## src/rtl/mesi_pkg.sv

```systemverilog
package mesi_pkg;

  typedef enum logic [1:0] {
    ST_I = 2'd0,
    ST_S = 2'd1,
    ST_E = 2'd2,
    ST_M = 2'd3
  } mesi_t;

  typedef enum logic [1:0] {
    BUS_NONE  = 2'd0,
    BUS_PUSH  = 2'd1,
    BUS_INVAL = 2'd2,
    BUS_READ  = 2'd3
  } bus_cmd_t;

  typedef enum logic [1:0] {
    OP_RD   = 2'd0,
    OP_WR   = 2'd1,
    OP_SRD  = 2'd2,
    OP_SINV = 2'd3
  } probe_op_t;

  typedef enum logic [3:0] {
    EV_NONE  = 4'd0,
    EV_RH    = 4'd1,
    EV_RMS   = 4'd2,
    EV_RME   = 4'd3,
    EV_WH    = 4'd4,
    EV_WM    = 4'd5,
    EV_SHR   = 4'd6,
    EV_SHI   = 4'd7,
    EV_EVICT = 4'd8
  } mesi_ev_t;

  // state reached by a line after an event
  function automatic mesi_t mesi_next(mesi_t cur, mesi_ev_t ev);
    mesi_t nx;
    case (ev)
      EV_RMS:          nx = ST_S;
      EV_RME:          nx = ST_E;
      EV_WH, EV_WM:    nx = ST_M;
      EV_SHR:          nx = (cur == ST_I) ? ST_I : ST_S;
      EV_SHI, EV_EVICT: nx = ST_I;
      default:         nx = cur;
    endcase
    return nx;
  endfunction

  // a line in this state must be written back before it leaves
  function automatic logic mesi_dirty(mesi_t st);
    return st == ST_M;
  endfunction

  // write hit needs to tell the other caches first
  function automatic logic mesi_needs_upgrade(mesi_t st);
    return st == ST_S;
  endfunction

endpackage

```

## src/rtl/mesi_line_store.sv

```systemverilog
module mesi_line_store
  import mesi_pkg::*;
#(
  parameter int NLINES = 8,
  parameter int TAGW   = 5,
  localparam int IDXW  = $clog2(NLINES)
) (
  input  logic            clk,
  input  logic            rst_n,
  input  logic [IDXW-1:0] a_idx,
  output mesi_t           a_state,
  output logic [TAGW-1:0] a_tag,
  input  logic [IDXW-1:0] b_idx,
  output mesi_t           b_state,
  output logic [TAGW-1:0] b_tag,
  input  logic            wr_en,
  input  logic [IDXW-1:0] wr_idx,
  input  logic [TAGW-1:0] wr_tag,
  input  mesi_t           wr_state
);

  logic [1:0]      st_q  [NLINES];
  logic [TAGW-1:0] tag_q [NLINES];

  always_ff @(posedge clk or negedge rst_n) begin
    if (!rst_n) begin
      for (int i = 0; i < NLINES; i++) begin
        st_q[i]  <= ST_I;
        tag_q[i] <= '0;
      end
    end else if (wr_en) begin
      st_q[wr_idx]  <= wr_state;
      tag_q[wr_idx] <= wr_tag;
    end
  end

  assign a_state = mesi_t'(st_q[a_idx]);
  assign a_tag   = tag_q[a_idx];
  assign b_state = mesi_t'(st_q[b_idx]);
  assign b_tag   = tag_q[b_idx];

endmodule

```

## src/rtl/mesi_probe.sv

```systemverilog
module mesi_probe
  import mesi_pkg::*;
#(
  parameter int TAGW = 5
) (
  input  mesi_t           line_state,
  input  logic [TAGW-1:0] line_tag,
  input  logic [TAGW-1:0] probe_tag,
  input  probe_op_t       op,
  input  logic            shared_in,
  output logic            hit,
  output logic            evict,
  output mesi_ev_t        ev
);

  logic valid, match, local_op;

  assign valid    = (line_state != ST_I);
  assign match    = (line_tag == probe_tag);
  assign local_op = (op == OP_RD) || (op == OP_WR);
  assign hit      = valid && match;
  assign evict    = valid && !match && local_op;

  always_comb begin
    case (op)
      OP_RD:   ev = hit ? EV_RH : (shared_in ? EV_RMS : EV_RME);
      OP_WR:   ev = hit ? EV_WH : EV_WM;
      OP_SRD:  ev = hit ? EV_SHR : EV_NONE;
      default: ev = hit ? EV_SHI : EV_NONE;
    endcase
  end

endmodule

```

## src/rtl/mesi_bus_seq.sv

```systemverilog
module mesi_bus_seq
  import mesi_pkg::*;
#(
  parameter int NLINES = 8,
  parameter int ADDR_W = 8,
  localparam int IDXW  = $clog2(NLINES),
  localparam int TAGW  = ADDR_W - IDXW
) (
  input  logic              clk,
  input  logic              rst_n,
  input  logic              req_valid,
  input  logic              req_write,
  input  logic [ADDR_W-1:0] req_addr,
  output logic              req_ready,
  output logic              req_done,
  output logic              req_hit,
  input  logic              snp_valid,
  input  logic              snp_kind,
  input  logic [ADDR_W-1:0] snp_addr,
  output logic              snp_ready,
  output logic              bus_req,
  output bus_cmd_t          bus_cmd,
  output logic [ADDR_W-1:0] bus_addr,
  input  logic              bus_gnt,
  input  logic              bus_shared,
  output logic [ADDR_W-1:0] p_look,
  output logic              p_wr,
  output logic [ADDR_W-1:0] s_look,
  output logic              s_inv,
  input  logic              p_hit,
  input  logic              p_evict,
  input  mesi_ev_t          p_ev,
  input  mesi_t             p_state,
  input  logic [TAGW-1:0]   p_tag,
  input  logic              s_hit,
  input  mesi_ev_t          s_ev,
  input  mesi_t             s_state,
  output logic              wr_en,
  output logic [IDXW-1:0]   wr_idx,
  output logic [TAGW-1:0]   wr_tag,
  output mesi_t             wr_state
);

  typedef enum logic [2:0] {
    F_IDLE, F_VPUSH, F_FILL, F_UPGR, F_DONE, F_SPUSH
  } fsm_t;

  fsm_t              fsm_q, fsm_d;
  logic [ADDR_W-1:0] cur_addr_q, vic_addr_q, snp_addr_q;
  logic              cur_wr_q, hit_q, snp_inv_q;
  logic              idle, take_snp, take_req, gnt_now;

  assign idle     = (fsm_q == F_IDLE);
  assign take_snp = idle && snp_valid;
  assign take_req = idle && !snp_valid && req_valid;
  assign gnt_now  = bus_req && bus_gnt;

  assign req_ready = idle && !snp_valid;
  assign snp_ready = idle;
  assign req_done  = (fsm_q == F_DONE);
  assign req_hit   = hit_q;

  assign p_look = idle ? req_addr  : cur_addr_q;
  assign p_wr   = idle ? req_write : cur_wr_q;
  assign s_look = idle ? snp_addr  : snp_addr_q;
  assign s_inv  = idle ? snp_kind  : snp_inv_q;

  always_comb begin
    bus_req  = 1'b1;
    bus_cmd  = BUS_NONE;
    bus_addr = cur_addr_q;
    case (fsm_q)
      F_VPUSH: begin bus_cmd = BUS_PUSH;  bus_addr = vic_addr_q; end
      F_FILL:  bus_cmd = BUS_READ;
      F_UPGR:  bus_cmd = BUS_INVAL;
      F_SPUSH: begin bus_cmd = BUS_PUSH;  bus_addr = snp_addr_q; end
      default: begin bus_req = 1'b0; bus_addr = '0; end
    endcase
  end

  always_comb begin
    fsm_d    = fsm_q;
    wr_en    = 1'b0;
    wr_idx   = p_look[IDXW-1:0];
    wr_tag   = p_look[ADDR_W-1:IDXW];
    wr_state = p_state;
    case (fsm_q)
      F_IDLE: begin
        if (take_snp) begin
          if (s_hit && mesi_dirty(s_state)) begin
            fsm_d = F_SPUSH;
          end else if (s_hit) begin
            wr_en    = 1'b1;
            wr_idx   = s_look[IDXW-1:0];
            wr_tag   = s_look[ADDR_W-1:IDXW];
            wr_state = mesi_next(s_state, s_ev);
          end
        end else if (take_req) begin
          if (p_hit) begin
            if (req_write && mesi_needs_upgrade(p_state)) begin
              fsm_d = F_UPGR;
            end else begin
              wr_en    = 1'b1;
              wr_state = mesi_next(p_state, p_ev);
              fsm_d    = F_DONE;
            end
          end else if (p_evict && mesi_dirty(p_state)) begin
            fsm_d = F_VPUSH;
          end else begin
            wr_en    = p_evict;
            wr_tag   = p_tag;
            wr_state = mesi_next(p_state, EV_EVICT);
            fsm_d    = F_FILL;
          end
        end
      end
      F_VPUSH: if (bus_gnt) begin
        wr_en    = 1'b1;
        wr_tag   = p_tag;
        wr_state = mesi_next(p_state, EV_EVICT);
        fsm_d    = F_FILL;
      end
      F_FILL: if (bus_gnt) begin
        wr_en = 1'b1;
        if (cur_wr_q) begin
          wr_state = bus_shared ? ST_S : ST_M;
          fsm_d    = bus_shared ? F_UPGR : F_DONE;
        end else begin
          wr_state = mesi_next(ST_I, p_ev);
          fsm_d    = F_DONE;
        end
      end
      F_UPGR: if (bus_gnt) begin
        wr_en    = 1'b1;
        wr_state = mesi_next(p_state, EV_WH);
        fsm_d    = F_DONE;
      end
      F_DONE: fsm_d = F_IDLE;
      F_SPUSH: if (bus_gnt) begin
        wr_en    = 1'b1;
        wr_idx   = s_look[IDXW-1:0];
        wr_tag   = s_look[ADDR_W-1:IDXW];
        wr_state = mesi_next(ST_M, s_ev);
        fsm_d    = F_IDLE;
      end
      default: fsm_d = F_IDLE;
    endcase
  end

  always_ff @(posedge clk or negedge rst_n) begin
    if (!rst_n) begin
      fsm_q      <= F_IDLE;
      cur_addr_q <= '0;
      vic_addr_q <= '0;
      snp_addr_q <= '0;
      cur_wr_q   <= 1'b0;
      hit_q      <= 1'b0;
      snp_inv_q  <= 1'b0;
    end else begin
      fsm_q <= fsm_d;
      if (take_snp) begin
        snp_addr_q <= snp_addr;
        snp_inv_q  <= snp_kind;
      end
      if (take_req) begin
        cur_addr_q <= req_addr;
        cur_wr_q   <= req_write;
        hit_q      <= p_hit;
        vic_addr_q <= {p_tag, req_addr[IDXW-1:0]};
      end
    end
  end


  bus_hold_chk: assert property (@(posedge clk) disable iff (!rst_n)
    bus_req && !bus_gnt |=> bus_req && $stable(bus_cmd) && $stable(bus_addr));


  done_pulse_chk: assert property (@(posedge clk) disable iff (!rst_n)
    req_done |=> !req_done);


  silent_upgrade_chk: assert property (@(posedge clk) disable iff (!rst_n)
    req_valid && req_ready && req_write && p_hit && p_state == ST_E |=> !bus_req && req_done);


  dirty_snoop_push_chk: assert property (@(posedge clk) disable iff (!rst_n)
    snp_valid && snp_ready && s_hit && s_state == ST_M |=> bus_req && bus_cmd == BUS_PUSH);


  victim_push_first_chk: assert property (@(posedge clk) disable iff (!rst_n)
    req_valid && req_ready && !p_hit && p_evict && p_state == ST_M |=> bus_req && bus_cmd == BUS_PUSH);


  fill_exclusive_chk: assert property (@(posedge clk) disable iff (!rst_n)
    gnt_now && bus_cmd == BUS_READ && !cur_wr_q && !bus_shared |=> p_state == ST_E);


  write_miss_inval_chk: assert property (@(posedge clk) disable iff (!rst_n)
    gnt_now && bus_cmd == BUS_READ && cur_wr_q && bus_shared |=> bus_req && bus_cmd == BUS_INVAL);

endmodule

```

## src/rtl/mesi_line_ctrl.sv

```systemverilog
module mesi_line_ctrl
  import mesi_pkg::*;
#(
  parameter int NLINES = 8,
  parameter int ADDR_W = 8
) (
  input  logic              clk,
  input  logic              rst_n,
  input  logic              req_valid,
  input  logic              req_write,
  input  logic [ADDR_W-1:0] req_addr,
  output logic              req_ready,
  output logic              req_done,
  output logic              req_hit,
  input  logic              snp_valid,
  input  logic              snp_kind,
  input  logic [ADDR_W-1:0] snp_addr,
  output logic              snp_ready,
  output logic              snp_hit,
  output logic              bus_req,
  output logic [1:0]        bus_cmd,
  output logic [ADDR_W-1:0] bus_addr,
  input  logic              bus_gnt,
  input  logic              bus_shared
);

  localparam int IDXW = $clog2(NLINES);
  localparam int TAGW = ADDR_W - IDXW;

  logic [ADDR_W-1:0] p_look, s_look;
  logic              p_wr, s_inv;
  mesi_t             p_state, s_state, wr_state;
  logic [TAGW-1:0]   p_tag, s_tag, wr_tag;
  logic              p_hit, p_evict, s_hit, s_evict_unused;
  mesi_ev_t          p_ev, s_ev;
  logic              wr_en;
  logic [IDXW-1:0]   wr_idx;
  bus_cmd_t          cmd_w;
  probe_op_t         p_op, s_op;

  assign p_op    = p_wr  ? OP_WR   : OP_RD;
  assign s_op    = s_inv ? OP_SINV : OP_SRD;
  assign bus_cmd = cmd_w;
  assign snp_hit = snp_valid && snp_ready && s_hit;

  mesi_line_store #(.NLINES(NLINES), .TAGW(TAGW)) u_store (
    .clk(clk), .rst_n(rst_n),
    .a_idx(p_look[IDXW-1:0]), .a_state(p_state), .a_tag(p_tag),
    .b_idx(s_look[IDXW-1:0]), .b_state(s_state), .b_tag(s_tag),
    .wr_en(wr_en), .wr_idx(wr_idx), .wr_tag(wr_tag), .wr_state(wr_state)
  );

  mesi_probe #(.TAGW(TAGW)) u_probe_local (
    .line_state(p_state), .line_tag(p_tag), .probe_tag(p_look[ADDR_W-1:IDXW]),
    .op(p_op), .shared_in(bus_shared),
    .hit(p_hit), .evict(p_evict), .ev(p_ev)
  );

  mesi_probe #(.TAGW(TAGW)) u_probe_snoop (
    .line_state(s_state), .line_tag(s_tag), .probe_tag(s_look[ADDR_W-1:IDXW]),
    .op(s_op), .shared_in(1'b0),
    .hit(s_hit), .evict(s_evict_unused), .ev(s_ev)
  );

  mesi_bus_seq #(.NLINES(NLINES), .ADDR_W(ADDR_W)) u_seq (
    .clk(clk), .rst_n(rst_n),
    .req_valid(req_valid), .req_write(req_write), .req_addr(req_addr),
    .req_ready(req_ready), .req_done(req_done), .req_hit(req_hit),
    .snp_valid(snp_valid), .snp_kind(snp_kind), .snp_addr(snp_addr),
    .snp_ready(snp_ready),
    .bus_req(bus_req), .bus_cmd(cmd_w), .bus_addr(bus_addr),
    .bus_gnt(bus_gnt), .bus_shared(bus_shared),
    .p_look(p_look), .p_wr(p_wr), .s_look(s_look), .s_inv(s_inv),
    .p_hit(p_hit), .p_evict(p_evict), .p_ev(p_ev), .p_state(p_state), .p_tag(p_tag),
    .s_hit(s_hit), .s_ev(s_ev), .s_state(s_state),
    .wr_en(wr_en), .wr_idx(wr_idx), .wr_tag(wr_tag), .wr_state(wr_state)
  );


  snoop_miss_quiet_chk: assert property (@(posedge clk) disable iff (!rst_n)
    snp_valid && snp_ready && !s_hit |=> !bus_req);


  clean_snoop_read_chk: assert property (@(posedge clk) disable iff (!rst_n)
    snp_valid && snp_ready && !snp_kind && s_hit && s_state != ST_M |=> !bus_req);

endmodule

```

## config.mk

```make
export PLATFORM = sky130hd
export DESIGN_NAME = mesi_line_ctrl
export DESIGN_NICKNAME = d
export VERILOG_FILES = /design/src/rtl/mesi_pkg.sv /design/src/rtl/mesi_line_store.sv /design/src/rtl/mesi_probe.sv /design/src/rtl/mesi_bus_seq.sv /design/src/rtl/mesi_line_ctrl.sv
export SDC_FILE = /design/constraint.sdc
export NUM_CORES = 1
export LEC_CHECK = 0
export ABC_AREA = 0
export BUFFER_PORTS_ARGS = -buffer_cell sky130_fd_sc_hd__buf_2
export CAP_MARGIN = 5
export CORE_MARGIN = 4
export CORE_UTILIZATION = 35
export DETAILED_ROUTE_END_ITERATION = 8
export PLACE_DENSITY = 0.58
export SETUP_SLACK_MARGIN = 0.4
export SKIP_CTS_REPAIR_TIMING = 1
export SLEW_MARGIN = 0
export SYNTH_ARGS = -nofsm -noshare
export SYNTH_HDL_FRONTEND = slang
export SYNTH_SLANG_ARGS = --single-unit
```

## constraint.sdc

```tcl
create_clock -name clk -period 6.08 [get_ports clk]
set_input_delay 1.52 -clock clk [delete_from_list [all_inputs] [get_ports clk]]
set_output_delay 1.52 -clock clk [all_outputs]
set_load 0.01 [all_outputs]
```

==> results.md, run 1 <==
- Status: finished, final reports clean
- Fillers: 1686
- Setup-failing EPs final: 0
- Mapped Cells: 605
- Antenna-violating nets left: 0
- Highest-count cells in the layout ignoring fill and taps: dfrtp_1, nand2_1, mux2_2, mux2i_1, o21ai_0
- Slew @ Worst Pin: 895 ps
- Total congestion overflow: 0
- Routed wire length: 19800 um
- Complex-gate fraction of the synthesized area: 0.151
- Period utilisation layout: 0.879
- Ys Warns: 0
- Area growth, synth to finish: 11.6%
- Layout cells sized above 1: 0.321
- Initial antenna violation count: 1
- Syn_nets: 629
- Pleak: 3.04 nW
- Switching Share: 0.492
- CTS H-tree lvls: 3
- CTS tree: built
- Post-Synth Simple-Gate Area: 0.148
- Via density: 6.25
- Largest family of logic cells by synthesized area: multiplexers
- Multi-input logic area: 4000 sq um
- Reg2reg path depth: 12
- Final max-slew violation count: 0
- Die W: around 140 um
- Clock Skew: between 10 and 15 ps
- Final setup margin: 735 ps
- Detailed-route via count: roughly 5400
- RSZ-0062 raised after global routing: no
- DRC viols: 0
- Synth Area in XOR/XNOR: 0.0139
- Num rows: between 40 and 50
- Root Buffer: clkbuf_16
- Hold depth: 2
- Initial DRC count: 609
- Post-synth top flop: dfrtp_1
- Max IR drop VDD: 0.000360 V
- Pint: 0.00221 W
- Worst-path clk slew: around 60 ps
- Pin count of the biggest net entering global routing: 51
- Crit Path Class: input pin to output port
- Hold Path Class: register to register
- Die height: 142 um
- CP Capture Type: output port
- Full die area: about 20000 sq um
- Gate power share: 0.609
- Maximum fanout along the worst path: 9
- Slew Limit Headroom: 0.404
- Post-synthesis area per instance: ~10 sq um
- #FFs+latches synth: 83
- Post-synthesis sequential area ratio: 0.329
- Multiplexer share of the synthesized area: 0.321
- FMAX: 0.187 GHz
- Final hold violations: 0
- Detailed placer's ending HPWL: 14200 um
- Required @ worst endpoint: around 4600 ps
- Fin Setup TNS: 0 ps
- Gpl congestion: 0.954
- Cell Area, Synth: 6310 sq um
- Total CTS buffers: 9
- Yosys cell types: 68
- Post-Synth Adder-Cell Area: 0
- Worst skew pair latency: 360 ps
- Net switching power: 0.00214 W
- Tot GR Track Use: 0.198
- Clk buf depth: 2
- Clk pwr share: 0.126
- EDFF count, synth: 0
- Reg power frac: 0.266
- First-pass GRT wire length: 31200 um
- Clock Sinks: 83
- PortBufs: 39
- DR pass1 iterations: 5
- Vias in the first global route: 5262
- Crit path DAT: ~3800 ps
- IO Count: 40
- Initial Util: 0.361
- Commonest non-fill, non-tap cell in the layout: dfrtp_1
- Core Area: roughly 17000 sq um
- Async set-or-reset flop fraction in the synthesized netlist: 1.00
- Nature of the critical path startpoint: input pin
- Ant diodes: 0
- Nets@finish: ~660
- Power Density: ~600 nW/um^2
- Routed wire per std cell: 22.8 um
- Maxcap violations: 0
- Minimum clock period: 5340 ps
- Setup WS pre-CTS: 695 ps
- Reg area: 2080 sq um
==> power groups by stage <==
stage | sequential (W) | combinational (W) | clock, W
6_report | 0.00116 | 0.00265 | 0.000548
5_1_grt | 0.00119 | 0.00284 | 0.000583
4_1_cts | 0.00114 | 0.00261 | 0.000564
3_5_place_dp | 0.00115 | 0.00260 | 0
3_3_place_gp | 0.00114 | 0.00255 | 0
2_1_floorplan | 0.000971 | 0.00202 | 0
==> Yosys cell counts, drive strengths merged, types with 3 or more instances <==
| cell | instances | area share |
|---|---|---|
| nor4b | 7 | 0.014 |
| clkbuf | 21 | 0.012 |
| o211a | 3 | 0.0048 |
| o31ai | 5 | 0.0059 |
| nor4 | 6 | 0.016 |
| a2111oi | 3 | 0.0042 |
| mux4 | 31 | 0.11 |
| xnor2 | 3 | 0.0042 |
| a22oi | 8 | 0.0095 |
| nor2 | 22 | 0.014 |
| nor3 | 12 | 0.0095 |
| a211oi | 4 | 0.0056 |
| a22o | 5 | 0.0069 |
| nand2 | 74 | 0.044 |
| o311ai | 5 | 0.0069 |
| a311oi | 3 | 0.0042 |
| a21o | 3 | 0.0036 |
| nand2b | 3 | 0.0030 |
| dfrtp | 83 | 0.33 |
| nand3 | 21 | 0.017 |
| inv | 13 | 0.0077 |
| buf | 16 | 0.016 |
| and2 | 7 | 0.0069 |
| xor2 | 7 | 0.0097 |
| nand4 | 6 | 0.0069 |
| mux2i | 47 | 0.075 |
| mux2 | 76 | 0.14 |
| a21oi | 17 | 0.014 |
| o211ai | 18 | 0.025 |
| or3 | 4 | 0.0040 |
| o21ai | 42 | 0.033 |
==> kinds of logic after synthesis <==
family,after synthesis
muxes,154
AOI/OAI and AO/OA,134
xor gates and xnor gates,10
buffers and inverters,51
and+or+nand+nor,173
DFF,83
==> critical path, cell delays in order <==
cell and delay (ps):
buf_2 220, buf_4 260, mux4_2 510, nand3b_1 90, nand4_1 120, xnor2_1 160
nor4_2 370, nand3_1 230, nor2_1 170, buf_2 170
==> metal layers <==
layer	share of wire	wire [um]	track usage	up-vias
met1	0.44	8760	0.283	2713
li1	-	-	-	2382
met2	0.44	8740	0.297	273
met5	0.00035	7	0	-
met3	0.085	1690	0.0464	48
met4	0.030	594	0.0667	2
==> stage by stage <==
stage | power [W] | hold slack (ps) | cells | util | instance area (sq um)
floorplan | 0.00299 | 446 | 605 | - | 6310
global placement | 0.00369 | 470 | 851 | 0.386 | 6750
detailed placement | 0.00375 | 475 | 851 | 0.386 | 6750
CTS | 0.00431 | 490 | 867 | 0.403 | 7040
global route | 0.00461 | 522 | 867 | 0.403 | 7040
finish | 0.00435 | 485 | 867 | 0.403 | 7040
==> path summary, 6_finish.rpt <==
check | to | slack (ps) | from
max | snp_hit | 740 | snp_addr[0]
min | u_seq.vic_addr_q[5] | 480 | u_seq.vic_addr_q[5]
max in group asynchronous | u_store.tag_q[11] | 3950 | rst_n
max reg2reg | u_store.tag_q[9] | 1310 | u_seq.fsm_q[2]
min in group asynchronous | u_seq.snp_addr_q[7] | 1100 | rst_n
min reg2reg | u_seq.vic_addr_q[5] | 480 | u_seq.vic_addr_q[5]
==> area by class of cell <==
| cell class | instances | share of cell area |
|---|---|---|
| well taps | 225 | 0.0400 |
| inverters | 14 | 0.00746 |
| multi-input cells | 471 | 0.568 |
| repair buffers | 58 | 0.0483 |
| clock inverters | 7 | 0.00888 |
| clock buffers | 9 | 0.0320 |
| flip-flops and latches | 83 | 0.295 |
==> registers in the layout, indices dropped and copies added, names as in the netlist <==
name and count:
u_seq.cur_addr_q 5, u_seq.cur_wr_q 1, u_seq.fsm_q 3, u_seq.req_hit 1
u_seq.snp_addr_q 8, u_seq.snp_inv_q 1, u_seq.vic_addr_q 8, u_store.st_q 16
u_store.tag_q 40
Power figures use the tool's default switching activity.
==> run 2: changes to the inputs <==
CORE_UTILIZATION = 54   (was 35)
PLACE_DENSITY = 0.79   (was 0.58)
==> results.md, run 2 (same netlist as run 1, synthesis figures left out) <==
- Status: finished, final reports clean (unchanged)
- Routed wire length: 19400 um (was 19800 um)
- Fillers: 981 (was 1686)
- CTS H-tree lvls: 3 (unchanged)
- Biggest register: u_store.tag_q (unchanged)
- Ant diodes: 0 (unchanged)
- Die height: 116 um (was 142 um)
- Nature of the critical path startpoint: input pin (unchanged)
- Max reg flops: 40 (unchanged)
- Pin count of the biggest net entering global routing: 84 (was 51)
- Setup-failing EPs final: 0 (unchanged)
- FMAX: 0.186 GHz (was 0.187 GHz)
- Worst skew pair latency: 350 ps (was 360 ps)
- Total congestion overflow: 0 (unchanged)
- Largest stage delay on the critical path: 520 ps (was 510 ps)
- Clk buf depth: 2 (unchanged)
- Final max-slew violation count: 0 (unchanged)
- RR Startpoint: u_seq.fsm_q[2] (unchanged)
- Via density: 7.11 (was 6.25)
- Total CTS buffers: 9 (unchanged)
- Initial Util: 0.553 (was 0.361)
- Reg2reg path depth: 11 (was 12)
- Detailed-route via count: 5524 (was 5418)
- Vias in the first global route: 5411 (was 5262)
- Required @ worst endpoint: 4560 ps (about the same)
- Fin Setup TNS: 0 ps (unchanged)
- Crit. Startpoint: snp_addr[0] (unchanged)
- Crit-path cells: buf_2, buf_4, mux4_2, nand3b_1, nand4_1, xnor2_1, nor4_2, nand3_1, nor2_1, buf_2 (unchanged)
- Root Buffer: clkbuf_16 (unchanged)
- Tot GR Track Use: 0.301 (was 0.198)
- Slew @ Worst Pin: 1280 ps (was 895 ps)
- PortBufs: 39 (unchanged)
- DRC viols: 0 (unchanged)
- RSZ-0062 raised after global routing: no (unchanged)
- Nets@finish: 653 (was 661)
- Hold depth: 2 (unchanged)
- Die W: 116 um (was 142 um)
- Gpl congestion: 0.998 (was 0.954)
- Most used cell, CP: buf_2 (unchanged)
- Hold Path Class: register to register (unchanged)
- Switching Share: 0.491 (was 0.492)
- Area growth, synth to finish: 9.22% (was 11.6%)
- Max IR drop VDD: 0.000453 V (was 0.000360 V)
- IO Count: 40 (unchanged)
- First-pass GRT wire length: 30900 um (was 31200 um)
- Commonest non-fill, non-tap cell in the layout: dfrtp_1 (unchanged)
- Crit Path Class: input pin to output port (unchanged)
- DR pass1 iterations: 6 (was 5)
- Pleak: 3.00 nW (was 3.04 nW)
- Reg power frac: 0.266 (about the same)
- Leading registers by flop count: u_store.tag_q x40, u_store.st_q x16 (unchanged)
- Detailed placer's ending HPWL: 13800 um (was 14200 um)
- Clock Skew: 7.55 ps (was 12.0 ps)
- CTS tree: built (unchanged)
- Maximum fanout along the worst path: 11 (was 9)
- Antenna-violating nets left: 0 (unchanged)
- RR Endpoint: u_store.tag_q[5] (was u_store.tag_q[9])
- Routed wire per std cell: 25.0 um (was 22.8 um)
- Clk pwr share: 0.130 (was 0.126)
- Final hold violations: 0 (unchanged)
- Full die area: 13500 sq um (was 20200 sq um)
- Pint: 0.00223 W (was 0.00221 W)
- Period utilisation layout: 0.882 (was 0.879)
- Initial antenna violation count: 0 (was 1)
- Hold_sp: u_seq.req_hit (was u_seq.vic_addr_q[5])
- Initial DRC count: 1008 (was 609)
- Worst-path clk slew: 70 ps (was 60 ps)
- Clock Sinks: 83 (unchanged)
- Net switching power: 0.00215 W (was 0.00214 W)
- Minimum clock period: 5360 ps (was 5340 ps)
- Power Density: 636 nW/um^2 (was 618 nW/um^2)
- Slowest cell on crit path: mux4_2 (unchanged)
- Gate power share: 0.605 (was 0.609)
- WHS: 479 ps (was 485 ps)
- Highest-count cells in the layout ignoring fill and taps: dfrtp_1, nand2_1, mux2_2, mux2i_1, o21ai_0 (unchanged)
- Core Area: 11400 sq um (was 17500 sq um)
- Num rows: 39 (was 48)
- Slew Limit Headroom: 0.136 (was 0.404)
- Layout cells sized above 1: 0.312 (was 0.321)
- CP Capture Type: output port (unchanged)
- Maxcap violations: 0 (unchanged)
- Crit path DAT: 3840 ps (was 3820 ps)
- Register-to-Register Setup Slack: 1180 ps (was 1310 ps)
- Hold Crit Endpoint: u_seq.req_hit (was u_seq.vic_addr_q[5])
[run 2: stage by stage]
stage | instances | cell area (sq um) | utilization | power (W) | setup slack [ps]
global route | 777 | 6890 | 0.604 | 0.00464 | 601
CTS | 777 | 6890 | 0.604 | 0.00432 | 705
global placement | 761 | 6590 | 0.577 | 0.00365 | 762
floorplan | 605 | 6310 | - | 0.00299 | 1120
detailed placement | 761 | 6590 | 0.577 | 0.00373 | 711
finish | 777 | 6890 | 0.604 | 0.00438 | 718
[run 2: cell type report]
class                           count  area (sq um)  share of cell area
Sequential cell                    83          2080               0.301
Multi-Input combinational cell    471          4000               0.581
Clock buffer                        9           225              0.0327
Inverter                           14          52.6             0.00762
Clock inverter                      7          76.3              0.0111
Tap cell                          143           179              0.0260
Timing Repair Buffer               50           280              0.0407
[run 2: worst max-delay path, delay by kind of cell]
family	cells	cell delay [ps]
buffers and inverters	3	620
multiplexers	1	520
AND/OR/NAND/NOR	5	1000
XOR/XNOR	1	160
[run 2: routing by layer]
| metal | GRT usage | up-vias | wire length, um |
|---|---|---|---|
| met5 | 0 | - | 0 |
| met4 | 0.131 | 0 | 689 |
| met3 | 0.0601 | 64 | 1850 |
| met2 | 0.453 | 386 | 8930 |
| met1 | 0.426 | 2711 | 7960 |
| li1 | - | 2363 | - |
[run 2: how the worst max path moves through the flow]
stage	cells past startpoint	slack, ps	end
finish	10	720	snp_hit
global route	10	600	snp_hit
CTS	10	700	snp_hit
detailed placement	10	710	snp_hit
global placement	10	760	snp_hit
floorplan	9	1120	snp_hit
[run 2: power by group through the flow]
stage	Sequential, W	Clock [W]	Combinational (W)
after floorplan	0.000971	0	0.00202
after global placement	0.00112	0	0.00252
after detailed placement	0.00115	0	0.00258
after CTS	0.00114	0.000576	0.00260
after global routing	0.00120	0.000596	0.00284
final	0.00117	0.000568	0.00265
==> run 3: changes to the inputs <==
BUFFER_PORTS_ARGS = -buffer_cell sky130_fd_sc_hd__buf_4   (was -buffer_cell sky130_fd_sc_hd__buf_2)
SKIP_CTS_REPAIR_TIMING = unset   (was 1)
==> results.md, run 3 (same netlist as run 1, synthesis figures left out) <==
- Status: finished, final reports clean (unchanged)
- Root Buffer: clkbuf_16 (unchanged)
- Minimum clock period: 5430 ps (was 5360 ps)
- Initial DRC count: 971 (was 1008)
- Setup WS pre-CTS: 631 ps (was 711 ps)
- Hold depth: 2 (unchanged)
- Layout cells sized above 1: 0.317 (was 0.312)
- Nature of the critical path startpoint: input pin (unchanged)
- Die height: 116 um (unchanged)
- Worst skew pair latency: 350 ps (about the same)
- Post-DP Area: 6720 sq um (was 6590 sq um)
- Leading registers by flop count: u_store.tag_q x40, u_store.st_q x16 (unchanged)
- Period utilisation layout: 0.892 (was 0.882)
- Required @ worst endpoint: 4560 ps (about the same)
- Full die area: 13500 sq um (unchanged)
- Detailed placer's ending HPWL: 13500 um (was 13800 um)
- Fillers: 916 (was 981)
- Final hold violations: 0 (unchanged)
- Ant diodes: 0 (unchanged)
- Total CTS buffers: 9 (unchanged)
- Slowest cell on crit path: or4b_1 (was mux4_2)
- Initial antenna violation count: 0 (unchanged)
- FMAX: 0.184 GHz (was 0.186 GHz)
- Slew @ Worst Pin: 1070 ps (was 1280 ps)
- Routed wire length: 19200 um (was 19400 um)
- Nets@finish: 659 (was 653)
- PortBufs: 39 (unchanged)
- Worst-path clk slew: 60 ps (was 70 ps)
- CTS tree: built (unchanged)
- Most used cell, CP: buf_4 (was buf_2)
- Reg area: 2080 sq um (unchanged)
- Reg2reg path depth: 12 (was 11)
- Total congestion overflow: 0 (unchanged)
- Clk buf depth: 2 (unchanged)
- Gpl congestion: 0.973 (was 0.998)
- Multi-input logic area: 4000 sq um (about the same)
- CP Capture Type: output port (unchanged)
- Via density: 7.06 (was 7.11)
- Antenna-violating nets left: 0 (unchanged)
- CTS H-tree lvls: 3 (unchanged)
- Power Density: 636 nW/um^2 (about the same)
- DRC viols: 0 (unchanged)
- Hold buffers post-CTS: 0
- Highest-count cells in the layout ignoring fill and taps: dfrtp_1, nand2_1, mux2_2, buf_4, mux2i_1 (was dfrtp_1, nand2_1, mux2_2, mux2i_1, o21ai_0)
- Max reg flops: 40 (unchanged)
- Pleak: 3.05 nW (was 3.00 nW)
- First-pass GRT wire length: 30300 um (was 30900 um)
- Crit Path Class: input pin to output port (unchanged)
- Largest stage delay on the critical path: 490 ps (was 520 ps)
- Core Area: 11400 sq um (unchanged)
- Setup-failing EPs final: 0 (unchanged)
- Placed cells: 766 (was 761)
- Clock Sinks: 83 (unchanged)
- Clock Skew: 7.53 ps (was 7.55 ps)
- Crit path DAT: 3910 ps (was 3840 ps)
- Initial Util: 0.553 (unchanged)
- Die W: 116 um (unchanged)
- Maximum fanout along the worst path: 15 (was 11)
- Vias in the first global route: 5468 (was 5411)
- Hold Path Class: register to register (unchanged)
- Final setup margin: 655 ps (was 718 ps)
- Max IR drop VDD: 0.000357 V (was 0.000453 V)
- Routed wire per std cell: 24.5 um (was 25.0 um)
- Detailed-route via count: 5517 (was 5524)
- Finished Core Util: 0.616 (was 0.604)
- Design Area, Final: 7040 sq um (was 6890 sq um)
- Commonest non-fill, non-tap cell in the layout: dfrtp_1 (unchanged)
- RSZ-0062 raised after global routing: no (unchanged)
- Fin Setup TNS: 0 ps (unchanged)
- Biggest register: u_store.tag_q (unchanged)
- Pin count of the biggest net entering global routing: 84 (unchanged)
- Maxcap violations: 0 (unchanged)
- Tot GR Track Use: 0.295 (was 0.301)
- DR pass1 iterations: 6 (unchanged)
- Slew Limit Headroom: 0.283 (was 0.136)
- Num rows: 39 (unchanged)
- Crit-path cells: buf_4, or4b_1, and2_1, a2111oi_0, a311oi_1, xor2_1, nand3_1, nor2_1, buf_4 (was buf_2, buf_4, mux4_2, nand3b_1, nand4_1, xnor2_1, nor4_2, nand3_1, nor2_1, buf_2)
- Final non-filler cell total: 781 (was 777)
- Area growth, synth to finish: 11.5% (was 9.22%)
- Final max-slew violation count: 0 (unchanged)
- IO Count: 40 (unchanged)
==> run 3: cell types whose count changed in the layout (fill, tap and decap cells not counted) <==
cell and change:
or3_2 +1, inv_8 -1, clkinv_2 -2, o311ai_0 +3
clkbuf_1 +1, buf_4 +44, bufinv_16 +1, buf_2 -38
o311ai_1 -3, or3_1 -1, clkinv_4 -1
==> run 3: per-layer routing <==
metal	routed length [um]	track usage	vias to the layer above	share of wire
li1	-	-	2382	-
met1	7710	0.407	2686	0.40
met2	8710	0.450	382	0.45
met3	1910	0.0482	67	0.099
met4	827	0.158	0	0.043
met5	0	0	-	0
==> run 3: worst max-delay path, delay by kind of cell <==
family                 cells  cell delay, ps
buffers and inverters      2             430
AND/OR/NAND/NOR            4            1080
AO/OA/AOI/OAI              2             550
XOR/XNOR                   1             330
==> run 3: repair_timing <==
| item | 4_1_cts | 5_1_grt |
|---|---|---|
| setup buffers | 0 | 1 |
| setup endpoints to repair | 0 | 1 |
| resized for setup | 0 | 1 |
==> run 3: metrics by stage <==
step | hold WS, ps | total power (W)
3_5_place_dp | 477 | 0.00379
5_1_grt | 523 | 0.00472
4_1_cts | 490 | 0.00438
6_report | 493 | 0.00447
2_1_floorplan | 446 | 0.00299
3_3_place_gp | 466 | 0.00369
==> run 3: worst paths after layout <==
| kind | startpoint | end | slack [ps] |
|---|---|---|---|
| min in group asynchronous | rst_n | u_seq.vic_addr_q[7] | 1330 |
| max | snp_addr[0] | snp_hit | 650 |
| max in group asynchronous | rst_n | u_store.tag_q[17] | 4020 |
| max reg2reg | u_seq.fsm_q[0] | u_store.tag_q[6] | 1020 |
| min reg2reg | u_seq.vic_addr_q[7] | u_seq.vic_addr_q[7] | 490 |
| min | u_seq.vic_addr_q[7] | u_seq.vic_addr_q[7] | 490 |
==> run 3: report_power, final <==
part	switching, W	internal (W)	total [W]
combinational	0.00154	0.00118	0.00271
sequential	0.000378	0.000795	0.00117
clock	0.000231	0.000357	0.000588
==> run 3: cell type report <==
class | instances | area share
sequential | 83 | 0.295
clock buffer | 10 | 0.0325
inverter | 14 | 0.00747
timing repair buffer | 56 | 0.0597
tap | 143 | 0.0254
multi-input combinational | 471 | 0.569
clock inverter | 4 | 0.0108
